<file path="config.mk">
export PLATFORM = sky130hd
export DESIGN_NAME = syncfifo_replay
export DESIGN_NICKNAME = d
export VERILOG_FILES = /design/src/rtl/replay_pkg.sv /design/src/rtl/replay_store.sv /design/src/rtl/replay_ctrl.sv /design/src/rtl/replay_flags.sv /design/src/rtl/syncfifo_replay.sv
export SDC_FILE = /design/constraint.sdc
export NUM_CORES = 1
export LEC_CHECK = 0
export BUFFER_PORTS_ARGS = -buffer_cell sky130_fd_sc_hd__buf_2
export CORE_MARGIN = 5
export CORE_UTILIZATION = 60
export CTS_CLUSTER_DIAMETER = 200
export DETAILED_ROUTE_END_ITERATION = 6
export GPL_TIMING_DRIVEN = 0
export HOLD_SLACK_MARGIN = 0.1
export PLACE_DENSITY = 0.78
export SLEW_MARGIN = 20
export SYNTH_ARGS = -nofsm -noshare
export SYNTH_HDL_FRONTEND = slang
export SYNTH_SLANG_ARGS = --single-unit
</file>
<file path="constraint.sdc">
create_clock -name clk -period 8.7 [get_ports clk]
set_clock_uncertainty 0.2 [all_clocks]
set_input_delay 2.61 -clock clk [delete_from_list [all_inputs] [get_ports clk]]
set_output_delay 2.61 -clock clk [all_outputs]
set_load 0.02 [all_outputs]
</file>
<file path="src/rtl/replay_pkg.sv">
package replay_pkg;

  // Words the buffer can hold: the look-ahead variant adds its output register.
  function automatic int cap_of(input int depth, input bit fwft);
    return depth + (fwft ? 1 : 0);
  endfunction

  // Largest written-word count at which a replay is still legal.
  function automatic int limit_of(input int depth, input bit fwft);
    return cap_of(depth, fwft) - 2;
  endfunction

  // Counter width able to hold counts up to depth+1.
  function automatic int cnt_width(input int depth);
    return $clog2(depth + 2);
  endfunction

  function automatic bit is_half(input int occ, input int depth);
    return occ > (depth / 2);
  endfunction

  function automatic bit is_low(input int occ, input int lvl);
    return occ <= lvl;
  endfunction

  function automatic bit is_high(input int occ, input int cap, input int lvl);
    return occ >= (cap - lvl);
  endfunction

endpackage

</file>
<file path="src/rtl/replay_store.sv">
module replay_store #(
  parameter int DW    = 8,
  parameter int DEPTH = 16,
  localparam int AW   = $clog2(DEPTH)
) (
  input  logic          clk,
  input  logic          we,
  input  logic [AW-1:0] waddr,
  input  logic [DW-1:0] wdata,
  input  logic [AW-1:0] raddr,
  output logic [DW-1:0] rdata
);

  logic [DW-1:0] cells [DEPTH];

  always_ff @(posedge clk) begin
    if (we) cells[waddr] <= wdata;
  end

  assign rdata = cells[raddr];

endmodule

</file>
<file path="src/rtl/replay_ctrl.sv">
module replay_ctrl
  import replay_pkg::*;
#(
  parameter int DW    = 8,
  parameter int DEPTH = 16,
  parameter bit FWFT  = 1'b0,
  localparam int AW   = $clog2(DEPTH),
  localparam int CW   = cnt_width(DEPTH)
) (
  input  logic          clk,
  input  logic          rst_n,
  input  logic          wr_en,
  input  logic          rd_en,
  input  logic          rew_req,
  input  logic [DW-1:0] rdata,
  output logic          we,
  output logic [AW-1:0] waddr,
  output logic [AW-1:0] raddr,
  output logic [DW-1:0] dout,
  output logic [CW-1:0] occ,
  output logic          nodata,
  output logic          busy,
  output logic          rew_go,
  output logic          rew_err
);

  localparam logic [CW-1:0] FULL_C = CW'(DEPTH);
  localparam logic [CW-1:0] LIM_C  = CW'(limit_of(DEPTH, FWFT));

  logic [AW-1:0] wptr, rptr;
  logic [CW-1:0] mem_cnt;
  logic [CW-1:0] wr_total;   // writes since reset, saturating at LIM_C+1
  logic [1:0]    bcnt;       // remaining setup edges
  logic          ovalid;     // look-ahead output register holds a word
  logic          full, have_word, wr_fire, pop;

  function automatic logic [AW-1:0] ptr_inc(input logic [AW-1:0] p);
    return (p == AW'(DEPTH - 1)) ? '0 : p + 1'b1;
  endfunction

  assign busy      = (bcnt != 2'd0);
  assign full      = (mem_cnt == FULL_C);
  assign have_word = (mem_cnt != '0);
  assign rew_go    = rew_req & ~wr_en & ~rd_en & ~busy &
                     (wr_total != '0) & (wr_total <= LIM_C);
  assign wr_fire   = wr_en & ~full & ~rew_go;

  generate
    if (FWFT) begin : g_pop_ahead
      assign pop = ~busy & ~rew_go & have_word & (~ovalid | rd_en);
    end else begin : g_pop_reg
      assign pop = rd_en & ~busy & ~rew_go & have_word;
    end
  endgenerate

  always_ff @(posedge clk) begin
    if (!rst_n) begin
      wptr     <= '0;
      rptr     <= '0;
      mem_cnt  <= '0;
      wr_total <= '0;
      bcnt     <= 2'd0;
      ovalid   <= 1'b0;
      dout     <= '0;
      rew_err  <= 1'b0;
    end else begin
      rew_err <= rew_req & ~rew_go;
      if (wr_fire) wptr <= ptr_inc(wptr);
      if (wr_fire && (wr_total <= LIM_C)) wr_total <= wr_total + 1'b1;
      if (rew_go) begin
        rptr    <= '0;
        mem_cnt <= wr_total;       // write pointer minus location zero
        bcnt    <= 2'd2;
        ovalid  <= 1'b0;
      end else begin
        if (pop) begin
          rptr <= ptr_inc(rptr);
          dout <= rdata;
        end
        mem_cnt <= mem_cnt + CW'(wr_fire) - CW'(pop);
        if (busy) bcnt <= bcnt - 2'd1;
        if (FWFT) begin
          if (pop)        ovalid <= 1'b1;
          else if (rd_en) ovalid <= 1'b0;
        end
      end
    end
  end

  assign we     = wr_fire;
  assign waddr  = wptr;
  assign raddr  = rptr;
  assign occ    = mem_cnt + CW'(ovalid);
  assign nodata = FWFT ? ~ovalid : (~have_word | busy);

  // stored words never exceed the memory size
  p_cnt_bound_r1: assert property (@(posedge clk) disable iff (!rst_n)
    mem_cnt <= FULL_C);

  // an accepted replay restarts at location zero with occupancy N
  p_rewind_ptr_r4: assert property (@(posedge clk) disable iff (!rst_n)
    rew_go |=> (rptr == '0) && (mem_cnt == $past(wr_total)));

  // setup spans exactly two edges after acceptance
  p_setup_len_r5: assert property (@(posedge clk) disable iff (!rst_n)
    rew_go |=> busy ##1 busy ##1 !busy);

  // nothing can be read while setup runs
  p_setup_flag_r5: assert property (@(posedge clk) disable iff (!rst_n)
    busy |-> nodata && !pop);

  // every rejected request yields an error pulse, and only those do
  p_err_pulse_r6: assert property (@(posedge clk) disable iff (!rst_n)
    (rew_req && !rew_go) |=> rew_err);
  p_err_src_r6: assert property (@(posedge clk) disable iff (!rst_n)
    rew_err |-> $past(rew_req));

endmodule

</file>
<file path="src/rtl/replay_flags.sv">
module replay_flags
  import replay_pkg::*;
#(
  parameter int DEPTH  = 16,
  parameter bit FWFT   = 1'b0,
  parameter int AE_LVL = 2,
  parameter int AF_LVL = 2,
  localparam int CW    = cnt_width(DEPTH),
  localparam int CAP   = cap_of(DEPTH, FWFT)
) (
  input  logic          clk,
  input  logic          rst_n,
  input  logic [CW-1:0] occ,
  input  logic          busy,
  input  logic          rew_go,
  output logic          half_full,
  output logic          almost_empty,
  output logic          almost_full
);

  logic ae_hold;

  always_ff @(posedge clk) begin
    if (!rst_n)      ae_hold <= 1'b1;
    else if (rew_go) ae_hold <= almost_empty;
  end

  assign half_full    = is_half(int'(occ), DEPTH);
  assign almost_full  = is_high(int'(occ), CAP, AF_LVL);
  assign almost_empty = busy ? ae_hold : is_low(int'(occ), AE_LVL);

  // almost-empty is frozen over the setup window
  p_ae_hold_r8: assert property (@(posedge clk) disable iff (!rst_n)
    busy |-> $stable(almost_empty));

endmodule

</file>
<file path="src/rtl/syncfifo_replay.sv">
module syncfifo_replay
  import replay_pkg::*;
#(
  parameter int DW     = 8,
  parameter int DEPTH  = 16,
  parameter bit FWFT   = 1'b0,
  parameter int AE_LVL = 2,
  parameter int AF_LVL = 2
) (
  input  logic          clk,
  input  logic          rst_n,
  input  logic          wr_en,
  input  logic          rd_en,
  input  logic          rewind,
  input  logic [DW-1:0] din,
  output logic [DW-1:0] dout,
  output logic          nodata,
  output logic          half_full,
  output logic          almost_empty,
  output logic          almost_full,
  output logic          rewind_err
);

  localparam int AW = $clog2(DEPTH);
  localparam int CW = cnt_width(DEPTH);

  logic          we, busy, rew_go;
  logic [AW-1:0] waddr, raddr;
  logic [DW-1:0] rdata;
  logic [CW-1:0] occ;

  replay_store #(.DW(DW), .DEPTH(DEPTH)) u_store (
    .clk   (clk),
    .we    (we),
    .waddr (waddr),
    .wdata (din),
    .raddr (raddr),
    .rdata (rdata)
  );

  replay_ctrl #(.DW(DW), .DEPTH(DEPTH), .FWFT(FWFT)) u_ctrl (
    .clk     (clk),
    .rst_n   (rst_n),
    .wr_en   (wr_en),
    .rd_en   (rd_en),
    .rew_req (rewind),
    .rdata   (rdata),
    .we      (we),
    .waddr   (waddr),
    .raddr   (raddr),
    .dout    (dout),
    .occ     (occ),
    .nodata  (nodata),
    .busy    (busy),
    .rew_go  (rew_go),
    .rew_err (rewind_err)
  );

  replay_flags #(.DEPTH(DEPTH), .FWFT(FWFT), .AE_LVL(AE_LVL), .AF_LVL(AF_LVL)) u_flags (
    .clk          (clk),
    .rst_n        (rst_n),
    .occ          (occ),
    .busy         (busy),
    .rew_go       (rew_go),
    .half_full    (half_full),
    .almost_empty (almost_empty),
    .almost_full  (almost_full)
  );

  // reset leaves the buffer with nothing to read
  p_reset_state_r10: assert property (@(posedge clk)
    !rst_n |=> nodata && !half_full && almost_empty && !rewind_err);

endmodule

</file>
* Word level (Yosys, flattened, before mapping) *
Memory sizes are Yosys's and may differ from the RTL's. A register that Yosys moved wholly into a read port is not among the register bits.
Cells that the tools add are included.

word-level totals
  register bits after elaboration = 22
  RAM bits = 128
  input bits = 13
  memories = 1

memories
  memory         words  bits a word  rd ports  clocked after memory_dff  write ports  RTL line            source
  u_store.cells  16     8            1         1                         1            replay_store.sv:14  logic [DW-1:0] cells [DEPTH];

operators by class
  add/sub/neg operators = 6
  magnitude comparators = 4
  equality and inequality tests = 3
  mux-type cells = 8
  bitwise operators = 19
  reduce and logical (&&, ||, !) cells = 8

operators by type and width
  operator                                                           number
  AND 1 bit                                                          11
  nonzero test 5 bit                                                 2
  adder 4 x 1 -> 4 bit, second input constant                        2
  equality test 4 bit, second input constant                         2
  2-to-1 mux 4 bit                                                   2
  NOT 1 bit                                                          7
  adder 5 x 1 -> 5 bit                                               1
  adder 5 x 1 -> 5 bit, second input constant                        1
  equality test 5 bit, second input constant                         1
  greater-or-equal comparator 5 x 4 -> 1 bit, second input constant  1
  greater-than comparator 5 x 4 -> 1 bit, second input constant      1
  <= comparator 5 x 2 -> 1 bit, second input constant                1
  <= comparator 5 x 4 -> 1 bit, second input constant                1
  2-to-1 mux 5 bit                                                   1
  subtractor 5 x 1 -> 5 bit                                          1
  2-to-1 mux 2 bit                                                   2
  nonzero test 2 bit                                                 2
  2-to-1 mux 1 bit                                                   3
  AND reduction 2 bit                                                1
  OR reduction 2 bit                                                 1
  subtractor 2 x 1 -> 2 bit, second input constant                   1
  logical AND 1 bit                                                  1
  logical NOT 1 bit                                                  1
  OR 1 bit                                                           1

* Logic depth before layout (Yosys ltp) *
Gate-level depths: netlist of the first run.

  depth after elaboration = 11
  gate-level depth with buffers = 15

* Modules after synthesis *
A second synthesis of the first run with hierarchy kept.

second synthesis, totals
  cells, all modules = 396
  area, all modules = 6,567.5 µm²

modules (own cells, without submodules)
  module        instances  cells an instance  area an instance (µm²)  sequential area each (µm²)
  replay_store  1          221                4,987.3                 3,843.7
  replay_ctrl   1          164                1,485.2                 580.6
  replay_flags  1          11                 95.1                    20.0

* Worst setup path after synthesis of the first run *
No wires, ideal clock.

  path type = input to register
  from = in rd_en
  to = reg u_ctrl.mem_cnt[4]
  arrival = 4.288 ns
  required time = 8.367 ns
  path slack = 4.079 ns
  stages = 12
  buffers on the path = 1
  cells stage by stage = nand3_2 > inv_2 > clkbuf_1 > ha_1 > inv_1 > ha_1 > inv_1 > fa_1 > o21bai_1 > a21oi_1 > xnor2_1 > nor2_1

on the way
  cells in the longest elaborated chain, start to end = 10

ends and longest elaborated chain
  item                           RTL line               source
  start: declaration             syncfifo_replay.sv:13  input logic rd_en,
  NOT 1 bit                      replay_ctrl.sv:44      assign rew_go = rew_req & ~wr_en & ~rd_en & ~busy &
  AND 1 bit (3 in series)        replay_ctrl.sv:44
  AND 1 bit                      replay_ctrl.sv:45      (wr_total != '0) & (wr_total <= LIM_C);
  NOT 1 bit                      replay_ctrl.sv:52      assign pop = rd_en & ~busy & ~rew_go & have_word;
  AND 1 bit (*) (2 in series)    replay_ctrl.sv:52
  net u_ctrl.pop                 replay_ctrl.sv:35      logic full, have_word, wr_fire, pop;
  subtractor 5 x 1 -> 5 bit (*)  replay_ctrl.sv:80      mem_cnt <= mem_cnt + CW'(wr_fire) - CW'(pop);
  2-to-1 mux 5 bit (*)           replay_ctrl.sv:70      if (rew_go) begin
  end signal: assignment         replay_ctrl.sv:72      mem_cnt <= wr_total;
  end signal: assignment         replay_ctrl.sv:80
  end: declaration               replay_ctrl.sv:31      logic [CW-1:0] mem_cnt;

Mark *: on every way through the listed nets, which the timed path passes. The rest lies on a longest branch.
A chain may end at the register's enable or synchronous reset.

* Final worst setup path of the first run *
  from = reg u_ctrl.mem_cnt[1]
  to = out almost_empty

on the way
  cells in the longest elaborated chain, start to end = 2

ends and longest elaborated chain
  item                          RTL line               source
  <= comparator 5 x 2 -> 1 bit  replay_pkg.sv:23       return occ <= lvl;
  2-to-1 mux 1 bit              replay_flags.sv:30     assign almost_empty = busy ? ae_hold : is_low(int'(occ), AE_LVL);
  end: declaration              syncfifo_replay.sv:19  output logic almost_empty,

No other way between the ends.

==> results.yml, run 1 <==
status:
  outcome: "complete, no violations"
drt:
  route.detailed.wl_per_inst_um: 22.3
  detailed_route_iter0_violations: 382
  drc: 0
  antenna_left: 0
  final_wl_um: 13200
  dr_total_vias: 3650
  routed_via_density: 6.19
  drtPass1Iterations: 5
floorplanning:
  start_util_pct: 60.7
  die_area_sq_um: 13000
  die-width_um: 114
  fp.dieH_um: 114
  coreArea_sq_um: 10700
  top_ports: 26
  rows: 38
critical_path:
  critical_path_arrival_ns: 1.91
  reg2reg_setup_slack_ns: 5.30
  timing.critical_path.fanout_max: 7
  worst_r2r_startpoint: "u_ctrl.mem_cnt[2]$_SDFF_PN0_"
  cp-start-kind: "flop"
  crit_path_to: "almost_empty"
  timing.critical_path.to_type: "primary output"
  critPathLaunch: "u_ctrl.mem_cnt[1]$_SDFF_PN0_"
  worstRegToRegCells: 15
  worst-endpoint-required_ns: 5.89
  criticalPathCategory: "flop to primary output"
  capturing_point_of_the_worst_reg2reg_path: "u_ctrl.mem_cnt[4]$_SDFF_PN0_"
power:
  leakagePower_nw: 2.49
  cellPowerDensity_nw_per_um2: 274
  vdd_drop_max_uv: 203
  report.power.total_w: 0.00203
timing:
  final.setup.worst_slack_ns: 3.98
  relSlewSlack_pct: 35.9
  tightestPinTransition_ns: 0.957
  timing.final.crit_share_pct: 54.2
  finalCriticalPeriod_ns: 4.72
  maxClockFrequency_ghz: 0.212
  report.final.slew_viol_count: 0
  rsz0062_at_grt: "false"
  setup_tns_ns: 0
  setup_viol: 0
  final-hold-violation-count: 0
synthesis:
  synthArstFlopShare_pct: 0
  ys_dominant_reg_cell: "edfxtp_1"
  synthTopCellsByCount: "edfxtp_1, mux4_2, dfxtp_1, nor2_1"
  yosys.cell_types.count: 42
  number_of_flops_mapped_to_enable_cells_by_yosys: 128
  syn_area_sq_um: 6490
  netlist_instances: 391
  ys_top_cells_by_area: "edfxtp_1, mux4_2, dfxtp_1, ha_1, mux2i_1"
  synth_fp_nets: 424
  area_share_of_the_leading_cell_type_in_the_synthesized_netlist_pct: 59.2
  most_area_hungry_cell_type_in_the_yosys_netlist: "edfxtp_1"
  avgSynthCellArea_sq_um: 16.6
  synth-seq-cells: 158
  yosysMostFrequentCell: "edfxtp_1"
  ys_seq_area_share_pct: 68.5
  yosysWarnings: 0
cts:
  clock_tree_from_tritoncts: "built"
  clock_tree.buffer_depth: 2
  clk_latency_ns: 0.53
  path_clk_slew_ns: 0.07
  tritoncts.num_buffers: 17
  clock-root-buffer: "clkbuf_8"
  cts.htree.levels: 4
  cts_hold_repair.buffers: 0
  cts.sinks: 158
  cts.repair_timing.setup_buffer_count: 0
  post_cts.resized_instances: 0
global_route:
  grt_start_max_net_pins: 17
  overall_routing_resource_usage_pct: 21.8
  antenna_found_initial: 0
  grt_first_pass_wirelength_um: 20600
  gr-total-overflow: 0
  grt_pass1_vias: 3685
hold_path:
  worst_hold_path_type: "flop to flop"
cells_and_area:
  n_antenna_cell: 0
  finalInstanceArea_sq_um: 7400
  areaGrowthSynthToFinish_pct: 14.0
  finalNetCount: 470
  drive_above_1_share_pct: 23.8
  post_layout_nonfiller_instances: 590
place:
  placed_area_sq_um: 6830
  io_buffers: 25
  number_of_cells_in_the_design_after_placement: 558
  dpl_worst_slack_ns: 3.60
  post-dp-hpwl_um: 8450
  place_congestion: 0.860
job:
  maxCapViolCount: 0
[metrics by stage]
| step | hold slack [ns] | util [%] |
|---|---|---|
| 6_report | 0.305 | 69.2 |
| 5_1_grt | 0.338 | 69.2 |
| 4_1_cts | 0.300 | 69.2 |
| 3_5_place_dp | 0.290 | 63.8 |
| 3_3_place_gp | 0.275 | 63.5 |
| 2_1_floorplan | 0.260 | - |
[power breakdown]
| group | switching (W) | total [W] | internal, W |
|---|---|---|---|
| clock | 0.000305 | 0.000717 | 0.000412 |
| sequential | 0.0000321 | 0.000894 | 0.000862 |
| combinational | 0.000241 | 0.000418 | 0.000177 |
| total | 0.000578 | 0.00203 | 0.00145 |
[metal layers]
| layer | vias up | share of wire [%] | GRT usage (%) |
|---|---|---|---|
| met1 | 1817 | 40 | 28.5 |
| met2 | 179 | 50 | 35.6 |
| met4 | 0 | 2.4 | 8.31 |
| met5 | - | 0 | 0 |
| met3 | 28 | 6.9 | 5.31 |
| li1 | 1626 | - | - |
[kinds of logic after synthesis]
family	share of synthesized area [%]
compound gates	4.57
buf+inv	2.37
fa+ha+maj	3.97
simple gates	6.07
mux	13.7
flops	68.5
xor+xnor	0.810
[area by class of cell]
cell class / count / area, sq um
plain buffers: 17 / 86.3
clock buffers: 17 / 414
clock inverters: 15 / 160
fillers: 680 / 3300
inverters: 18 / 67.6
multi-input cells: 198 / 1910
flip-flops and latches: 158 / 4440
well taps: 140 / 175
repair buffers: 27 / 140
[cell usage in the layout (no fill, tap or decap), types with 14 or more instances in the layout]
cell type and n:
edfxtp_1 128, ha_1 19, nand2_1 19, nor2_1 20
buf_2 31, a21oi_1 15, dfxtp_1 30, mux4_2 32
mux2i_1 17, o21ai_0 14, clkbuf_16 16, inv_1 17
[how the worst min path moves through the flow]
| stage | from | to | slack, ns | cells past startpoint |
|---|---|---|---|---|
| 6_report | u_flags.ae_hold$_SDFFE_PN1P_ | u_flags.ae_hold$_SDFFE_PN1P_ | 0.30 | 2 |
| 3_3_place_gp | u_ctrl.wr_total[4]$_SDFFE_PN0P_ | u_ctrl.wr_total[4]$_SDFFE_PN0P_ | 0.27 | 1 |
| 5_1_grt | u_ctrl.bcnt[0]$_SDFFE_PP0P_ | u_ctrl.bcnt[0]$_SDFFE_PP0P_ | 0.34 | 1 |
| 4_1_cts | u_flags.ae_hold$_SDFFE_PN1P_ | u_flags.ae_hold$_SDFFE_PN1P_ | 0.30 | 2 |
| 2_1_floorplan | u_ctrl.wr_total[4]$_SDFFE_PN0P_ | u_ctrl.wr_total[4]$_SDFFE_PN0P_ | 0.26 | 1 |
| 3_5_place_dp | u_flags.ae_hold$_SDFFE_PN1P_ | u_flags.ae_hold$_SDFFE_PN1P_ | 0.29 | 2 |
[sequential cells by signal (all words and copies together) (netlist names)]
register	flops
u_store.cells	128
u_ctrl.dout	8
u_ctrl.mem_cnt	5
u_ctrl.wr_total	5
u_ctrl.raddr	4
u_ctrl.waddr	4
u_ctrl.bcnt	2
u_ctrl.rew_err	1
u_flags.ae_hold	1
[critical path: stages, from the launching register on]
cell	delay, ns
dfxtp_1	0.49
inv_1	0.14
ha_1	0.22
a211oi_1	0.24
a2bb2oi_1	0.12
buf_2	0.17
No activity file was read; power rests on OpenSTA's default activity.
==> run 2: changes to the inputs <==
CORE_UTILIZATION = 55   (was 60)
PLACE_DENSITY = 0.75   (was 0.78)
clock period = 4.15 ns   (was 8.7 ns; I/O delays follow)
==> results.yml, run 2 (synthesized netlist as in run 1, its figures left out) <==
power:
  cellPowerDensity_nw_per_um2: 592
  sequential_share_of_power_pct: 42.2
  clockPowerShare_pct: 37.9
  cell_internal_pwr_w: 0.00326
  pwr-share-comb_pct: 19.9
  p_sw_w: 0.00117
  vdd_drop_max_uv: 255
  leakagePower_nw: 2.53
  sw_frac_of_total_pct: 26.3
critical_path:
  slowest_delay_ns: 0.49
  reg2reg_setup_slack_ns: 0.76
  max_stage_delay_cell_worst_path: "or4b_4"
  critical_path_arrival_ns: 3.49
  criticalPathCategory: "flop to flop"
  worst_r2r_startpoint: "u_ctrl.mem_cnt[2]$_SDFF_PN0_"
  worstRegToRegCells: 15
  timing.critical_path.to_type: "flop"
  timing.critical_path.fanout_max: 10
  cp-start-kind: "flop"
  capturing_point_of_the_worst_reg2reg_path: "u_ctrl.mem_cnt[4]$_SDFF_PN0_"
  worst-endpoint-required_ns: 4.24
  critical_path.cell_chain: "inv_1 > ha_1 > or4b_4 > nand3_2 > inv_2 > clkbuf_1 > ha_1 > inv_1 > ha_1 > inv_1 > fa_1 > o21bai_1 > a21oi_1 > xnor2_1 > nor2_1"
timing:
  relSlewSlack_pct: 44.2
  finalCriticalPeriod_ns: 3.39
  maxClockFrequency_ghz: 0.295
  setup_viol: 0
  timing.final.crit_share_pct: 81.8
  rsz0062_at_grt: "false"
  final-hold-violation-count: 0
  tightestPinTransition_ns: 0.834
  setup_tns_ns: 0
  report.final.slew_viol_count: 0
cells_and_area:
  most_flop_heavy_register: "u_store.cells"
  leading_cell_type_in_the_layout_fill_and_taps_excluded: "edfxtp_1"
  number_of_flip_flops_under_the_largest_register_name: 128
  mostFrequentLayoutCells: "edfxtp_1, mux4_2, buf_2"
  biggestRegsByFlops: "u_store.cells: 128 flops, u_ctrl.dout: 8 flops"
  post_layout_nonfiller_instances: 591
  areaGrowthSynthToFinish_pct: 15.2
  drive_above_1_share_pct: 23.2
  finalNetCount: 468
  n_antenna_cell: 0
drt:
  drc: 0
  drtPass1Iterations: 4
  antenna_left: 0
  route.detailed.wl_per_inst_um: 22.4
  routed_via_density: 6.03
  final_wl_um: 13200
  detailed_route_iter0_violations: 437
  dr_total_vias: 3561
floorplanning:
  die-width_um: 119
  coreArea_sq_um: 11500
  die_area_sq_um: 14100
  fp.dieH_um: 119
  start_util_pct: 56.4
  rows: 39
  top_ports: 26
cts:
  cts.htree.levels: 4
  post_cts.resized_instances: 0
  cts.sinks: 158
  clock_tree_from_tritoncts: "built"
  clk_latency_ns: 0.42
  path_clk_slew_ns: 0.06
  clock-root-buffer: "clkbuf_16"
  tritoncts.num_buffers: 17
  cts.repair_timing.setup_buffer_count: 0
  cts_hold_repair.buffers: 0
  clock_tree.buffer_depth: 2
place:
  post-dp-hpwl_um: 8640
  io_buffers: 25
  number_of_cells_in_the_design_after_placement: 559
  place_congestion: 0.811
global_route:
  overall_routing_resource_usage_pct: 20.0
  grt_first_pass_wirelength_um: 20800
  grt_start_max_net_pins: 17
  gr-total-overflow: 0
  grt_pass1_vias: 3617
  antenna_found_initial: 0
status:
  outcome: "complete, no violations"
job:
  maxCapViolCount: 0
hold_path:
  timing.hold.worst_endpoint: "u_flags.ae_hold$_SDFFE_PN1P_"
  whs_path_depth: 2
  hold_path.startpoint: "u_flags.ae_hold$_SDFFE_PN1P_"
  worst_hold_path_type: "flop to flop"
## run 2: area by class of cell
cell class | instances | area [sq um]
multi-input cells | 198 | 1910
flip-flops and latches | 158 | 4440
clock inverters | 6 | 86.3
plain buffers | 17 | 86.3
fillers | 766 | 4040
repair buffers | 25 | 125
well taps | 143 | 179
inverters | 18 | 67.6
clock buffers | 26 | 574
## run 2: metrics by stage
stage	instance area, sq um	worst slack (ns)	util, %	total power (W)	hold slack, ns
6_report	7470	0.755	64.9	0.00443	0.299
5_1_grt	7470	0.492	64.9	0.00462	0.317
4_1_cts	7470	0.767	64.9	0.00445	0.299
3_5_place_dp	6810	0.487	59.2	0.00278	0.289
3_3_place_gp	6790	0.483	59.0	0.00276	0.283
2_1_floorplan	6490	0.894	-	0.00253	0.260
## run 2: layer usage
metal	up-vias	wire (um)	GRT usage [%]
li1	1621	-	-
met2	133	6390	30.9
met4	0	137	6.73
met3	10	869	4.39
met1	1797	5820	28.5
met5	-	0	0
## run 2: worst max-delay path by stage
stage / start / endpoint / slack, ns / cells past startpoint
after CTS: u_ctrl.mem_cnt[2]$_SDFF_PN0_ / u_ctrl.mem_cnt[4]$_SDFF_PN0_ / 0.77 / 15
final: u_ctrl.mem_cnt[2]$_SDFF_PN0_ / u_ctrl.mem_cnt[4]$_SDFF_PN0_ / 0.76 / 15
after global routing: u_ctrl.mem_cnt[2]$_SDFF_PN0_ / u_ctrl.mem_cnt[4]$_SDFF_PN0_ / 0.49 / 15
after global placement: rd_en / u_ctrl.mem_cnt[4]$_SDFF_PN0_ / 0.48 / 13
after detailed placement: rd_en / u_ctrl.mem_cnt[4]$_SDFF_PN0_ / 0.49 / 13
after floorplan: rd_en / u_ctrl.mem_cnt[4]$_SDFF_PN0_ / 0.89 / 12
## run 2: critical path, delay by kind of cell, from the launching register on
family          cells  cell delay, ns
fa+ha+maj           4            1.11
simple gates        3            0.69
compound gates      2            0.25
xor+xnor            1            0.16
buf+inv             5            0.53
flops               1            0.32
## run 2: power by group through the flow
stage / registers, W / clock network, W / logic (W)
after floorplan: 0.00192 / 0 / 0.000610
after global placement: 0.00189 / 0 / 0.000862
after detailed placement: 0.00190 / 0 / 0.000878
after CTS: 0.00187 / 0.00169 / 0.000887
after global routing: 0.00188 / 0.00177 / 0.000977
final: 0.00187 / 0.00168 / 0.000881
